### src/rtl/fbuf_pkg.sv
package fbuf_pkg;
  typedef logic [1:0] buf_idx_t;

  // index usable in the present buffer mode
  function automatic logic idx_legal(buf_idx_t idx, logic triple);
    return (idx != 2'd3) && (triple || (idx != 2'd2));
  endfunction
endpackage

### src/rtl/fbuf_status.sv
module fbuf_status (
  input  logic clk_i,
  input  logic rst_ni,
  input  logic vsync_i,
  input  logic line_start_i,
  input  logic capture_stop_i,
  input  logic fifo_err_i,
  input  logic irq_clr_i,
  output logic line_take_o,
  output logic frame_done_o,
  output logic capturing_o,
  output logic fifo_err_o,
  output logic irq_o
);
  logic cap_en_q, written_q, err_q, irq_q;

  assign line_take_o  = line_start_i & cap_en_q;
  assign frame_done_o = vsync_i & written_q;

  always_ff @(posedge clk_i or negedge rst_ni) begin
    if (!rst_ni) begin
      cap_en_q  <= 1'b1;
      written_q <= 1'b0;
    end else if (vsync_i) begin
      cap_en_q  <= ~capture_stop_i;
      written_q <= 1'b0;
    end else if (line_take_o) begin
      written_q <= 1'b1;
    end
  end

  // set has priority over clear
  always_ff @(posedge clk_i or negedge rst_ni) begin
    if (!rst_ni) begin
      err_q <= 1'b0;
      irq_q <= 1'b0;
    end else begin
      if (fifo_err_i)   err_q <= 1'b1;
      else if (vsync_i) err_q <= 1'b0;
      if (frame_done_o)   irq_q <= 1'b1;
      else if (irq_clr_i) irq_q <= 1'b0;
    end
  end

  assign capturing_o = cap_en_q;
  assign fifo_err_o  = err_q;
  assign irq_o       = irq_q;
endmodule

### src/rtl/fbuf_sel.sv
module fbuf_sel
  import fbuf_pkg::*;
(
  input  logic     clk_i,
  input  logic     rst_ni,
  input  logic     triple_i,
  input  logic     frame_done_i,
  input  buf_idx_t next_buf_i,
  input  logic     sw_gnt_i,
  output buf_idx_t cur_buf_o,
  output logic     sw_req_o
);
  buf_idx_t cur_q;
  logic     req_q;
  logic     take;

  assign take = req_q & sw_gnt_i;

  always_ff @(posedge clk_i or negedge rst_ni) begin
    if (!rst_ni) begin
      cur_q <= '0;
      req_q <= 1'b0;
    end else begin
      if (take && idx_legal(next_buf_i, triple_i)) cur_q <= next_buf_i;
      req_q <= (req_q & ~sw_gnt_i) | frame_done_i;
    end
  end

  assign cur_buf_o = cur_q;
  assign sw_req_o  = req_q;
endmodule

### src/rtl/fbuf_addr_gen.sv
module fbuf_addr_gen
  import fbuf_pkg::*;
#(
  parameter int ADDR_W   = 32,
  parameter int LINE_W   = 12,
  parameter int STRIDE_W = 16,
  parameter int NBUF     = 3
) (
  input  logic                        clk_i,
  input  logic                        rst_ni,
  input  logic                        vsync_i,
  input  logic                        line_take_i,
  input  logic                        field_i,
  input  logic                        weave_i,
  input  buf_idx_t                    cur_buf_i,
  input  logic [NBUF-1:0][ADDR_W-1:0] base_i,
  input  logic [STRIDE_W-1:0]         stride_i,
  output logic [ADDR_W-1:0]           line_addr_o,
  output logic                        line_valid_o
);
  localparam int IDX_W = LINE_W + 1;

  logic [LINE_W-1:0] line_q;
  logic [IDX_W-1:0]  slot;
  logic [ADDR_W-1:0] base_sel, offs;
  logic [ADDR_W-1:0] addr_q;
  logic              valid_q;

  always_comb begin
    base_sel = '0;
    for (int b = 0; b < NBUF; b++)
      if (cur_buf_i == buf_idx_t'(b)) base_sel = base_i[b];
  end

  assign slot = weave_i ? {line_q, field_i} : {1'b0, line_q};
  assign offs = ADDR_W'(slot) * ADDR_W'(stride_i);

  always_ff @(posedge clk_i or negedge rst_ni) begin
    if (!rst_ni) begin
      line_q  <= '0;
      addr_q  <= '0;
      valid_q <= 1'b0;
    end else begin
      valid_q <= line_take_i;
      if (vsync_i) begin
        line_q <= '0;
      end else if (line_take_i) begin
        line_q <= line_q + 1'b1;
        addr_q <= base_sel + offs;
      end
    end
  end

  assign line_addr_o  = addr_q;
  assign line_valid_o = valid_q;
endmodule

### src/rtl/fbuf_switch_ctrl.sv
module fbuf_switch_ctrl
  import fbuf_pkg::*;
#(
  parameter int ADDR_W   = 32,
  parameter int LINE_W   = 12,
  parameter int STRIDE_W = 16
) (
  input  logic                clk_i,
  input  logic                rst_ni,
  input  logic                triple_i,
  input  logic                weave_i,
  input  logic [ADDR_W-1:0]   base0_i,
  input  logic [ADDR_W-1:0]   base1_i,
  input  logic [ADDR_W-1:0]   base2_i,
  input  logic [STRIDE_W-1:0] stride_i,
  input  logic                vsync_i,
  input  logic                line_start_i,
  input  logic                field_i,
  output logic [ADDR_W-1:0]   line_addr_o,
  output logic                line_valid_o,
  output logic                capturing_o,
  output logic [1:0]          cur_buf_o,
  input  logic [1:0]          next_buf_i,
  output logic                sw_req_o,
  input  logic                sw_gnt_i,
  input  logic                capture_stop_i,
  input  logic                fifo_err_i,
  output logic                fifo_err_o,
  input  logic                irq_clr_i,
  output logic                irq_o
);
  localparam int NBUF = 3;

  logic                        line_take, frame_done;
  buf_idx_t                    cur_buf;
  logic [NBUF-1:0][ADDR_W-1:0] bases;

  assign bases = {base2_i, base1_i, base0_i};

  fbuf_status u_status (
    .clk_i, .rst_ni, .vsync_i, .line_start_i, .capture_stop_i,
    .fifo_err_i, .irq_clr_i,
    .line_take_o (line_take),
    .frame_done_o(frame_done),
    .capturing_o, .fifo_err_o, .irq_o
  );

  fbuf_sel u_sel (
    .clk_i, .rst_ni, .triple_i,
    .frame_done_i(frame_done),
    .next_buf_i  (buf_idx_t'(next_buf_i)),
    .sw_gnt_i,
    .cur_buf_o   (cur_buf),
    .sw_req_o
  );

  fbuf_addr_gen #(
    .ADDR_W(ADDR_W), .LINE_W(LINE_W), .STRIDE_W(STRIDE_W), .NBUF(NBUF)
  ) u_addr (
    .clk_i, .rst_ni, .vsync_i,
    .line_take_i(line_take),
    .field_i, .weave_i,
    .cur_buf_i  (cur_buf),
    .base_i     (bases),
    .stride_i,
    .line_addr_o, .line_valid_o
  );

  assign cur_buf_o = cur_buf;
endmodule

### config.mk
export PLATFORM = sky130hd
export DESIGN_NAME = fbuf_switch_ctrl
export DESIGN_NICKNAME = d
export VERILOG_FILES = /design/src/rtl/fbuf_pkg.sv /design/src/rtl/fbuf_status.sv /design/src/rtl/fbuf_sel.sv /design/src/rtl/fbuf_addr_gen.sv /design/src/rtl/fbuf_switch_ctrl.sv
export SDC_FILE = /design/constraint.sdc
export NUM_CORES = 1
export LEC_CHECK = 0
export BUFFER_PORTS_ARGS = -buffer_cell sky130_fd_sc_hd__buf_2
export CELL_PAD_IN_SITES_DETAIL_PLACEMENT = 0
export CELL_PAD_IN_SITES_GLOBAL_PLACEMENT = 1
export CORE_MARGIN = 5
export CORE_UTILIZATION = 41
export DETAILED_ROUTE_END_ITERATION = 16
export PLACE_DENSITY = 0.79
export RECOVER_POWER = 100
export SLEW_MARGIN = 0
export SYNTH_ARGS = -nofsm -noshare
export SYNTH_HDL_FRONTEND = slang
export SYNTH_SLANG_ARGS = --single-unit
### constraint.sdc
create_clock -name clk_i -period 5.6 [get_ports clk_i]
set_input_delay 1.12 -clock clk_i [delete_from_list [all_inputs] [get_ports clk_i]]
set_output_delay 1.12 -clock clk_i [all_outputs]
set_load 0.1 [all_outputs]
== Yosys cells after proc, flatten, opt, wreduce, memory -nomap -nowiden ==
Cells that the tools add are included.
Cells by class
  multiply operators: 1
  equality and inequality tests: 4
  reduce and logical (&&, ||, !) cells: 8
  multiplexer cells: 12
  bitwise logic cells: 8
  $add $sub $neg: 2
Operators by type and width (number)
  $mux W32: 3
  $add A32 B29 Y32: 1
  $mul A13 B16 Y29: 1
  $mux W12: 2
  $mux W13: 1
  $add A12 B1 Y12 const B: 1
  $mux W1: 6
  $reduce_bool A2 Y1: 3
  $and A1 B1 Y1: 4
  $ne A2 B2 Y1 const B: 2
  $not A1 Y1: 3
  $eq A2 B1 Y1 const B: 1
  $eq A2 B2 Y1 const B: 1
  $logic_and A1 B1 Y1: 2
  $logic_not A2 Y1: 1
  $reduce_and A2 Y1: 1
  $logic_or A1 B1 Y1: 1
  $or A1 B1 Y1: 1
Storage, ports and cells
  word-level logic and storage cells: 44
  output and inout port bits: 39
  register bits after elaboration: 52
  input bits: 125

== Logic depth before layout (Yosys ltp) ==
Gate-level depths: netlist (run 1).
  depth after elaboration: 5
  depth in mapped cells: 25
  gate-level depth less buffers: 22

== Hierarchy ==
Synthesis (run 1) repeated with hierarchy kept, for this count alone.
Second synthesis, totals
  cell total of the unflattened synthesis: 1256
  area total of the unflattened synthesis: 10925.5 um^2
Modules (own cells, without submodules)
  fbuf_addr_gen: instances 1, sequential area each 1126.1 um^2, area an instance 10633.9 um^2, cells each 1231
  fbuf_status: instances 1, sequential area each 101.3 um^2, area an instance 157.7 um^2, cells each 13
  fbuf_sel: instances 1, sequential area each 75.1 um^2, area an instance 133.9 um^2, cells each 12

== Worst setup path after synthesis (run 1) ==
Ideal clock, no wire load.
  kind: input to register
  from: in weave_i
  to: reg u_addr.addr_q[31] (netlist: u_addr.line_addr_o[31])
  required time: 5.464 ns
  stages on the path: 24
  arrival time: 7.094 ns
  buffers on the path: 2
  path slack: -1.630 ns
  library setup time: 0.136 ns
  cells stage by stage: clkbuf_1 mux2i_1 clkbuf_1 nor2b_1 fa_1 inv_1 fa_1 inv_1 fa_1 inv_1 fa_1 inv_1 fa_1 inv_1 fa_1 inv_1 ha_1 nand4_1 nor2_1 a21oi_2 o41ai_4 o31ai_2 o311ai_1 a21oi_1
On the way
  word-level cells in the longest chain between the ends: 3
RTL lines
  from (decl): RTL line fbuf_switch_ctrl.sv:11  | input logic weave_i,
  $mux W13: RTL line fbuf_addr_gen.sv:35  | assign slot = weave_i ? {line_q, field_i} : {1'b0, line_q};
  $mul A13 B16 Y29: RTL line fbuf_addr_gen.sv:36  | assign offs = ADDR_W'(slot) * ADDR_W'(stride_i);
  $add A32 B29 Y32: RTL line fbuf_addr_gen.sv:49  | addr_q <= base_sel + offs;
  to (signal assigned): RTL line fbuf_addr_gen.sv:49
  to (decl): RTL line fbuf_addr_gen.sv:26  | logic [ADDR_W-1:0] addr_q;
No other way between the ends.
A chain may end at the register's enable or synchronous reset.

== Worst setup path after layout (run 1) ==
  from: in weave_i
  to: reg u_addr.addr_q[19] (netlist: u_addr.line_addr_o[19])
The elaborated chain is that of the path after synthesis.

==> metrics, run 1 <==
run status complete, but fails checks; failing checks capacitance limit, slew limit, setup timing; distinct cell type count after synthesis 54; Syn Inst Count 1255; number of fill cells in the layout between 2000 and 2500; final hold viol count 0; first-pass GRT wire length around 48000 um; most frequent cell after synthesis inv_1; worst slack on hold paths 0.485 ns; worst hold path type reg -> reg; final non-filler cell total between 1500 and 2000; Yosys Warn Count 0; Final Critical Period between 6 and 7 ns; sequential area share after synthesis between 10% and 20%; Via density between 4 and 5; peak supply drop ~0.00034 V; CP max FO 6; Mapped Nets 1650; Die Width around 170 um; most frequent cells after synthesis 236 x inv_1, 181 x fa_1, 169 x nand2_1; Detailed Routing Iterations Pass 1 5; WL final approximately 30000 um; clock buffer count from CTS 5; initial antenna violation count 0; setup slack, reg-to-reg -0.20 ns; Worst-Skew Late Latency 0.31 ns; total design power between 3000 and 4000 uW; top-area cell type share of the netlist area approximately 34%; crit start category primary input; top post-synthesis cells by area fa_1 34%, dfrtp_1 12%, ha_1 10%; number of antenna-violating nets in the routed design 0; Initial Utilization 41.6%; Nets slightly below 2000; chip height 172 um; CTS tree yes; Leak ~0.0073 uW; Mapped Area about 0.011 mm2; # clock sinks 52; largest net degree at the start of global routing 57; gp weighted congestion between 0.8 and 0.9; Synth Register Bits 52; EDFF count, synth 0; CORE AREA 0.0260 mm2; Final setup viols 24; period utilization 113%; CP Data Required Time approximately 5.8 ns; setup TNS -13.82 ns; Setup Skew between 0.009 and 0.01 ns; via count a little over 9000; Slew HR -104%; fmax approximately 160 MHz; Remaining Overflow, GRT 0; max-cap violations 1; H-tree levels 2; row cnt 59; vias in the first global route roughly 10000; Mean Syn Cell Area between 8 and 9 um2; wire per inst 15.6 um; power density cells approximately 260 mW/mm2; P&R area growth vs syn 30.0%; Clock Path Buffers 2; drt drc 0; worst slew pin tran between 3 and 4 ns; hpwl dp about 25000 um; buffers added on ports 163; DRT iter0 DRCs roughly 330; CP Capture Type register; post-synth top area cell fa_1; Inst Count DP between 1500 and 2000; gr usage total around a fifth; RSZ-0062 raised after global routing true; WP data arrival 6.49 ns; Worst Slack Setup Final -0.731 ns; critical path type in -> reg; CTS clk-pin slew, worst paths 0.07 ns; Slew Viols, Final 53; Post-synth top flop dfrtp_1; Clock Root Buffer clkbuf_16; share of flip-flops with an asynchronous set or reset 100%; share of cells above drive strength 1 around 28%; pre-CTS WS -1.30 ns; IO Count between 150 and 200; die area 0.0297 mm2; n_diodes 0
critical path: stages:
cell and delay (ns):
buf_12 0.11, mux2i_4 0.25, buf_12 0.15, nor2b_4 0.04
fa_1 0.53, inv_1 0.05, fa_1 0.47, inv_1 0.05
fa_1 0.49, inv_2 0.04, fa_1 0.47, inv_1 0.05
fa_1 0.49, inv_1 0.06, fa_1 0.49, inv_2 0.05
ha_4 0.26, nand4_1 0.13, buf_4 0.17, nor2_4 0.14
a21oi_4 0.10, o41ai_4 0.20, buf_4 0.20, nor2_1 0.06
xor2_1 0.22, o21ai_1 0.09
path summary, 6_finish.rpt:
check	from	to	cells after the start
worst min-delay path	u_addr.line_addr_o[9]	u_addr.line_addr_o[9]	2
worst max register to register	u_addr.line_q[1]	u_addr.line_addr_o[19]	25
worst min register to register	u_addr.line_addr_o[9]	u_addr.line_addr_o[9]	2
min in group asynchronous	rst_ni	u_addr.line_q[0]	2
max in group asynchronous	rst_ni	u_sel.cur_buf_o[0]	2
worst max-delay path	weave_i	u_addr.line_addr_o[19]	26
placed cells by master (no fill, tap or decap), drive strengths merged, types with 2 or more instances in the layout:
cell type  netlist  layout
xnor2            8       8
xor2            21      21
ha              89      89
mux2             9      10
nand2          169     169
o21ai           59      59
o311ai           3       3
fa             181     181
nor2b           44      44
nand2b           9       9
nand4            9       9
a21oi           68      68
a21o             8       8
o21bai           6       6
and2            56      56
nor3             5       5
mux2i           36      36
clkbuf          53      48
nand3           13      13
inv            236     236
a31o             2       2
dfrtp           51      51
a31oi            4       4
nor2            59      59
a211oi           7       7
o21a             2       2
buf              8     305
o31ai            5       5
or3              4       4
and3            17      17
state kept, by name, indices dropped and copies added, names as in the netlist:
signal,cells
u_addr.line_addr_o,32
u_addr.line_q,12
u_sel.cur_buf_o,2
u_addr.line_valid_o,1
u_sel.sw_req_o,1
u_status.capturing_o,1
u_status.fifo_err_o,1
u_status.irq_o,1
u_status.written_q,1
logic make-up after synthesis:
logic type	synth area share, %
xor gates and xnor gates	2.35
AOI/OAI and AO/OA	10.0
muxes	4.27
and+or+nand+nor	17.1
buffers and inverters	10.4
adders and majority gates	43.8
DFF	12.1
report_power, final:
part / leakage, uW / total [uW] / switching, uW / internal [uW]
clock: 0.0000808 / 363 / 152 / 211
combinational: 0.00653 / 2680 / 1800 / 882
sequential: 0.000662 / 542 / 61.2 / 481
metal layers:
layer | up-vias | share of wire [%] | track usage (%) | routed length [um]
met5 | - | 0 | 0 | 0
met4 | 0 | 1.8 | 4.51 | 541
met3 | 32 | 4.0 | 2.15 | 1160
met2 | 186 | 53 | 37.3 | 15600
met1 | 4624 | 41 | 25.5 | 12000
li1 | 4474 | - | - | -
layout make-up:
class | instances | area [um2] | area share (%)
multi-input cells | 907 | 9020 | 64.2
repair buffers | 347 | 2250 | 16.1
flip-flops and latches | 52 | 1300 | 9.28
inverters | 236 | 886 | 6.31
well taps | 335 | 419 | 2.98
clock buffers | 6 | 129 | 0.918
clock inverters | 2 | 35.0 | 0.249
per-stage QoR:
stage,util [%],instance area [um2]
after detailed placement,51.4,13400
after CTS,53.5,13900
final,54.0,14000
after global routing,54.0,14000
after floorplan,-,11200
after global placement,51.4,13400
repair_timing:
item	CTS	global route
pin swaps	50	28
setup endpoints to repair	26	26
setup buffers	17	8
cloned	1	0
hold buffers	0	0
resized for setup	62	42
No activity file was read; power rests on OpenSTA's default activity.
==> inputs of run 2 (changes only) <==
- PLACE_DENSITY: 0.79 -> 0.85
==> run 2 against run 1 <==
Worst setup slack worse by 0.025 ns. Final cell count decreased by 0.27%. Sequential power rose by 0.7%. Worst hold slack lost 0.0065 ns. Combinational power barely moved. Die area stayed put. Global-route usage is 0.37 points lower. The flow still finishes with violations (capacitance limit, slew limit, setup timing). Largest power group unchanged. Clock-buffer cell count fell by 1.
==> metrics, run 2 (synthesized netlist as in run 1, its figures left out) <==
run status complete, but fails checks; failing checks capacitance limit, slew limit, setup timing; combinational share of power ~73%; Final Critical Period around 6.4 ns; max-cap violations 1; buffers added on ports ~160; peak supply drop 0.000382 V; CP Capture Type register; Nets 1939; setup TNS -14.14 ns; sw frac between 50% and 60%; chip height 172 um; clock buffer count from CTS 5; DRT iter0 DRCs slightly above 300; number of antenna-violating nets in the routed design 0; Via density around 5.0; die area about 0.03 mm2; max reg flops 32; CTS tree yes; first-pass GRT wire length between 40000 and 50000 um; critical path type in -> reg; WP data arrival 6.52 ns; Setup Skew 0.00656 ns; hpwl dp roughly 25000 um; largest net degree at the start of global routing 57; Worst Slack Setup Final -0.756 ns; Slew HR -103%; Net Switching between 2000 and 2500 uW; Die Width approximately 170 um; Clock power frac between 10% and 20%; Leak between 0.007 and 0.008 uW; n_diodes 0; number of fill cells in the layout approximately 2400; worst slew pin tran slightly above 3 ns; Initial Utilization between 40% and 50%; worst slack on hold paths 0.479 ns; WL final between 20000 and 30000 um; # clock sinks between 50 and 60; placed cell areas 0.0133 mm2; multi-input logic area 0.00909 mm2; most common cell after layout, fill and taps aside inv_1; worst flop-to-flop path startpoint u_addr.line_q[3]; gp weighted congestion between 0.8 and 0.9; commonest cells after routing, fill and taps aside 230 x inv_1, 176 x fa_1, 162 x nand2_1; Clock Root Buffer clkbuf_16; Hold Path Origin u_addr.line_addr_o[21]; Slew Viols, Final 53; vias in the first global route about 9700; CP max FO 6; CP Data Required Time about 5.8 ns; final hold viol count 0; share of cells above drive strength 1 between 20% and 30%; origin of the worst setup path weave_i; IO Count between 150 and 200; period utilization 113%; Detailed Routing Iterations Pass 1 5; CORE AREA 0.0260 mm2; Worst-Skew Late Latency just over 0.3 ns; P&R area growth vs syn 31.4%; Remaining Overflow, GRT 0; Final setup viols 26; fmax about 160 MHz; total design power approximately 3700 uW; initial antenna violation count 0; drt drc 0; Flop pwr share roughly 15%; CTS clk-pin slew, worst paths 0.07 ns; Register Area around 0.0013 mm2; P_int around 1700 uW; Clock Path Buffers 2; row cnt between 50 and 60; cell area after layout about 0.014 mm2; worst hold path type reg -> reg; crit start category primary input; via count 9358; H-tree levels 2; Hold-fix buffers, CTS 0; wire per inst approximately 16 um; RSZ-0062 raised after global routing true; power density cells ~260 mW/mm2; gr usage total about a fifth
-- run 2: changes by cell type in the layout (fill, tap and decap cells not counted), moves of 6 or more --
cell and change:
buf_4 -12, inv_1 +8, inv_2 -8, o21ai_1 -6
-- run 2: layout make-up --
class | instances | share of cell area [%]
clock inverters | 3 | 0.634
flip-flops and latches | 52 | 9.18
multi-input cells | 908 | 64.0
clock buffers | 5 | 0.881
repair buffers | 341 | 16.1
well taps | 335 | 2.95
inverters | 236 | 6.24
-- run 2: worst max-delay path, cell delays in order --
cell and delay, ns:
buf_12 0.11, buf_4 0.18, mux2_4 0.35, buf_4 0.16, and2_1 0.17, fa_1 0.44, fa_1 0.53, fa_1 0.43
fa_2 0.54, fa_1 0.43, fa_1 0.54, ha_4 0.23, buf_4 0.15, a21oi_4 0.16, o21ai_1 0.10, nand3_1 0.13
o41ai_4 0.09, buf_6 0.14, o31ai_4 0.27, xnor2_1 0.16, o21ai_1 0.07
-- run 2: through the flow --
step | utilization, % | cells | setup WS, ns
after floorplan | - | 1255 | -0.868
after global placement | 51.3 | 1846 | -1.26
after detailed placement | 51.3 | 1846 | -1.32
after CTS | 53.5 | 1869 | -0.840
after global routing | 54.6 | 1880 | -0.942
final | 54.6 | 1880 | -0.756
-- run 2: what timing repair did --
item                                    in CTS  in global routing
gates cloned                                 0                  3
pin swaps                                   38                 30
endpoints found under the setup margin      27                 26
buffers inserted                            15                 11
endpoints found under the hold margin        0                  0
gates resized for setup                     50                 61
-- run 2: final timing paths --
path                                           to  slack, ns  depth (start not counted)
max                        u_addr.line_addr_o[27]      -0.76                         21
min                        u_addr.line_addr_o[21]       0.48                          2
max reg2reg                u_addr.line_addr_o[24]      -0.19                         22
min reg2reg                u_addr.line_addr_o[21]       0.48                          2
max in group asynchronous      u_sel.cur_buf_o[0]       1.77                          2
min in group asynchronous        u_addr.line_q[4]       1.88                          2
-- run 2: routing by layer --
layer / vias to the layer above / track usage [%] / part of all wire [%]
met5: - / 0 / 0
met4: 0 / 2.94 / 0.96
met3: 27 / 2.42 / 5.8
met2: 221 / 36.4 / 52
met1: 4637 / 25.7 / 41
li1: 4473 / - / -
-- run 2: power groups by stage --
| stage | clock network [uW] | logic, uW | registers [uW] |
|---|---|---|---|
| 6_report | 461 | 2710 | 546 |
| 5_1_grt | 482 | 2910 | 558 |
| 4_1_cts | 466 | 2630 | 544 |
| 3_5_place_dp | 0 | 2520 | 550 |
| 3_3_place_gp | 0 | 2490 | 549 |
| 2_1_floorplan | 0 | 1050 | 1300 |
